===== src/rtl/mdio_master.sv =====
module mdio_master #(
  parameter int CLK_DIV = 2
) (
  input  logic        clk,
  input  logic        rst_n,
  input  logic        bus_we,
  input  logic        bus_addr,
  input  logic [15:0] bus_wdata,
  output logic [15:0] bus_rdata,
  output logic        mdc,
  output logic        mdio_o,
  output logic        mdio_oe,
  input  logic        mdio_i
);
  localparam int CW = (CLK_DIV > 1) ? $clog2(CLK_DIV) : 1;
  localparam logic [CW-1:0] CNT_TOP = CW'(CLK_DIV - 1);
  localparam logic [5:0] TA_BIT   = 6'd46;
  localparam logic [5:0] DATA_BIT = 6'd48;
  localparam logic [5:0] LAST_BIT = 6'd63;

  logic [CW-1:0] cnt;
  logic          busy, mdc_q, wr_q;
  logic [5:0]    bitcnt;
  logic [63:0]   tx;
  logic [15:0]   rx, data_q;
  logic [4:0]    phy_q, reg_q;

  wire tick    = busy && (cnt == CNT_TOP);
  wire fall    = tick && mdc_q;
  wire rise    = tick && !mdc_q;
  wire ctl_we  = bus_we && bus_addr && !busy;
  wire data_we = bus_we && !bus_addr && !busy;
  wire cmd_wr  = bus_wdata[13];

  always_ff @(posedge clk or negedge rst_n) begin
    if (!rst_n) begin
      cnt    <= '0;
      busy   <= 1'b0;
      mdc_q  <= 1'b0;
      wr_q   <= 1'b0;
      bitcnt <= '0;
      tx     <= '0;
      rx     <= '0;
      data_q <= '0;
      phy_q  <= '0;
      reg_q  <= '0;
    end else begin
      if (data_we) data_q <= bus_wdata;
      if (ctl_we) begin
        wr_q   <= cmd_wr;
        phy_q  <= bus_wdata[12:8];
        reg_q  <= bus_wdata[4:0];
        busy   <= 1'b1;
        cnt    <= '0;
        mdc_q  <= 1'b0;
        bitcnt <= '0;
        tx     <= {32'hFFFF_FFFF, 2'b01, cmd_wr ? 2'b01 : 2'b10,
                   bus_wdata[12:8], bus_wdata[4:0], 2'b10,
                   cmd_wr ? data_q : 16'hFFFF};
      end else if (busy) begin
        cnt <= tick ? '0 : cnt + 1'b1;
        if (tick) mdc_q <= ~mdc_q;
        if (rise && !wr_q && bitcnt >= DATA_BIT) rx <= {rx[14:0], mdio_i};
        if (fall) begin
          if (bitcnt == LAST_BIT) begin
            busy <= 1'b0;
            if (!wr_q) data_q <= rx;
          end else begin
            bitcnt <= bitcnt + 1'b1;
            tx     <= {tx[62:0], 1'b1};
          end
        end
      end
    end
  end

  assign mdc       = mdc_q;
  assign mdio_o    = tx[63];
  assign mdio_oe   = busy && (wr_q || bitcnt < TA_BIT);
  assign bus_rdata = bus_addr ? {~busy, 1'b0, wr_q, phy_q, 3'b000, reg_q} : data_q;


  mdc_idle_low_chk: assert property (@(posedge clk) disable iff (!rst_n)
    !busy |-> !mdc_q);


  mdio_on_fall_chk: assert property (@(posedge clk) disable iff (!rst_n)
    (busy && $past(busy) && !$stable(mdio_o)) |-> $fell(mdc_q));


  ctl_locked_chk: assert property (@(posedge clk) disable iff (!rst_n)
    busy |=> $stable({wr_q, phy_q, reg_q}));


  data_locked_chk: assert property (@(posedge clk) disable iff (!rst_n)
    (busy && wr_q) |=> $stable(data_q));


  frame_start_chk: assert property (@(posedge clk) disable iff (!rst_n)
    $rose(busy) |-> (bitcnt == 6'd0 && !mdc_q && mdio_oe));


  release_chk: assert property (@(posedge clk) disable iff (!rst_n)
    (busy && !wr_q && $past(!mdio_oe) && $past(busy)) |-> !mdio_oe);
endmodule


===== config.mk =====
export PLATFORM = sky130hd
export DESIGN_NAME = mdio_master
export DESIGN_NICKNAME = d
export VERILOG_FILES = /design/src/rtl/mdio_master.sv
export SDC_FILE = /design/constraint.sdc
export NUM_CORES = 1
export LEC_CHECK = 0
export ABC_AREA = 1
export BUFFER_PORTS_ARGS = -buffer_cell sky130_fd_sc_hd__buf_2
export CAP_MARGIN = 5
export CORE_MARGIN = 2
export CORE_UTILIZATION = 51
export CTS_BUF_LIST = sky130_fd_sc_hd__clkbuf_16
export CTS_CLUSTER_DIAMETER = 50
export DETAILED_ROUTE_END_ITERATION = 10
export GPL_TIMING_DRIVEN = 1
export PLACE_DENSITY = 0.73
export SLEW_MARGIN = 30
export SYNTH_ARGS = -nofsm -noshare
export SYNTH_HDL_FRONTEND = slang
export SYNTH_SLANG_ARGS = --single-unit

===== constraint.sdc =====
create_clock -name clk -period 2.15 [get_ports clk]
set_input_delay 0.43 -clock clk [delete_from_list [all_inputs] [get_ports clk]]
set_output_delay 0.43 -clock clk [all_outputs]
set_load 0.005 [all_outputs]

==> results.cfg <==
[critical_path]
endpoint_kind = output pin
required_ps = 1720
crit_arrival_ps = 1370
worstSetupPathType = in2out
path_max_fanout = 23
worst_setup_path_start_kind = input port

[sta]
max_clock_freq_ghz = 0.554
setup_tns_ps = 0
worst_pin_slew_ps = 416
drv_slew = 0
period_share_pct = 83.9
slew_headroom_pct = 72.2
hold_viol = 0
period_needed_ps = 1800
holdWs_ps = 275
fin_ws_ps = 345
rsz0062_at_grt = no
setup_viol = 0
clock_skew_ps = 7.57

[final_layout]
final_area_sq_um = 6260
layout.nets = 733
area.growth.synth_to_final_pct = 16.5
antenna-diode-count = 0
nFillCells = 935
postLayoutCoreUtil_pct = 60.9
drive_above_1_share_pct = 14.1
layout.cells.non_filler = 860
layout_common_cells = nand2_1, dfrtp_1, o21ai_0
mostFrequentLayoutCell = nand2_1

[cts]
cts_tree = built
htreeDepth = 4
cts_max_path_buffers = 2
insertion_delay_ps = 410
path_clk_slew_ps = 50
clock-sinks = 116
cts_root_buffer = clkbuf_16
postCtsSetupBuffers = 0
numCtsBuffers = 17

[logic_synthesis]
syn_nets = 696
seq_area_frac_synth_pct = 54.1
netlist_area_sq_um = 5370
ys_ff_latch = 116
syn_avg_cell_area_sq_um = 7.97
ys_warn_count = 0
synth.distinct_cells = 29
synth_cells = 674
synth-async-reset-ratio_pct = 100
synth_edf_count = 0
ys.flop_type = dfrtp_1

[place]
pre_cts_ws_ps = 353
placed_area_sq_um = 5680
place_congestion = 0.811
io_buffers = 39
dp_hpwl_um = 7540
placed_cells = 827

[grt]
grt_use_total_pct = 22.7
grt_start_max_net_pins = 41
grt-ovfl-total = 0
grt_pass1_wl_um = 20200
antenna_found_initial = 0
grt_pass1_vias = 4357

[die]
start_util_pct = 52.3
die_w_um = 107
rows = 37
fp.dieH_um = 107
die_area_sq_um = 11400
ioPinCount = 40
core_sq_um = 10300

[power]
leakage_nw = 3.24
peakVddDrop_mv = 0.603
total_power_mw = 7.73
powerDensity_nw_per_um2 = 1240

[drt]
vias_per_cell = 5.07
drc = 0
wl_per_cell_um = 13.7
finalWirelength_um = 11800
firstDrtPassIters = 5
drt_iter0_markers = 273
vias = 4359
antenna_left = 0

[min_path]
hold_class = in2reg

[run_status]
status = finished, final reports clean

[job]
drv_cap = 0
==> cells by family (layout without fill, tap and decap cells) <==
family	Yosys count	in the layout	synth area share (%)
flip-flops	116	116	54.1
buffers and inverters	110	160	8.88
AND/OR/NAND/NOR	318	318	24.6
AO/OA/AOI/OAI	128	128	12.1
XOR/XNOR	1	1	0.163
adder cells (fa/ha/maj)	1	1	0.233
==> repair_timing <==
item                      CTS  global route
hold buffers                1             0
hold endpoints to repair   25             0
resized for setup           0             0
==> sequential cells by signal, summed over array words and instances (netlist names) <==
signal  count
tx         64
data_q     16
cnt         1
mdc         1
wr_q        1
reg_q       5
phy_q       5
busy        1
rx         16
bitcnt      6
==> worst max-delay path: stages <==
cell and delay [ps]:
buf_2 190, inv_1 60, buf_4 210, o21ai_0 310
buf_2 180
==> power by group <==
part           total [mW]  leakage (nW)  switching [mW]  internal (mW)
Combinational        1.89          1.50            1.17          0.720
Sequential           3.12          1.46           0.295           2.82
Clock                2.73         0.281           0.945           1.78
==> layout make-up <==
type,count,area (sq um),area share (%)
clock inverters,15,145,2.32
clock buffers,17,425,6.80
repair buffers,55,345,5.52
multi-input cells,448,1990,31.8
well taps,136,170,2.72
flip-flops and latches,116,2900,46.4
inverters,73,277,4.42
==> routing by layer <==
layer	global-route usage, %	share of wire, %
met4	9.55	1.4
met5	0	0
met1	28.6	45
met3	5.84	3.8
met2	37.5	50
==> cell usage after synthesis (2+ instances only) <==
| cell | n | area [sq um] |
|---|---|---|
| a21oi_1 | 9 | 45.0 |
| buf_2 | 15 | 75.1 |
| buf_4 | 7 | 52.6 |
| buf_6 | 2 | 22.5 |
| clkbuf_1 | 12 | 45.0 |
| dfrtp_1 | 116 | 2900 |
| inv_1 | 70 | 263 |
| inv_2 | 2 | 7.51 |
| nand2_1 | 223 | 837 |
| nand3_1 | 15 | 75.1 |
| nand3_2 | 2 | 20.0 |
| nand4_1 | 4 | 25.0 |
| nor2_1 | 48 | 180 |
| nor2_2 | 2 | 12.5 |
| o21ai_0 | 90 | 450 |
| o21ai_1 | 26 | 130 |
| o21bai_1 | 2 | 15.0 |
| or2_0 | 3 | 18.8 |
| or2_1 | 6 | 37.5 |
| or2_2 | 11 | 68.8 |
==> final timing paths <==
| kind | start | to | slack [ps] | cells past startpoint |
|---|---|---|---|---|
| setup / recovery | bus_addr | bus_rdata[13] | 350 | 5 |
| max in group asynchronous | rst_n | rx[0] | 940 | 3 |
| hold reg to reg | tx[31] | tx[31] | 470 | 2 |
| min in group asynchronous | rst_n | tx[42] | 490 | 2 |
| setup reg to reg | bitcnt[1] | tx[18] | 450 | 7 |
| hold / removal | bus_wdata[11] | phy_q[3] | 280 | 3 |
Note: power is estimated with default switching activity, not from simulation.
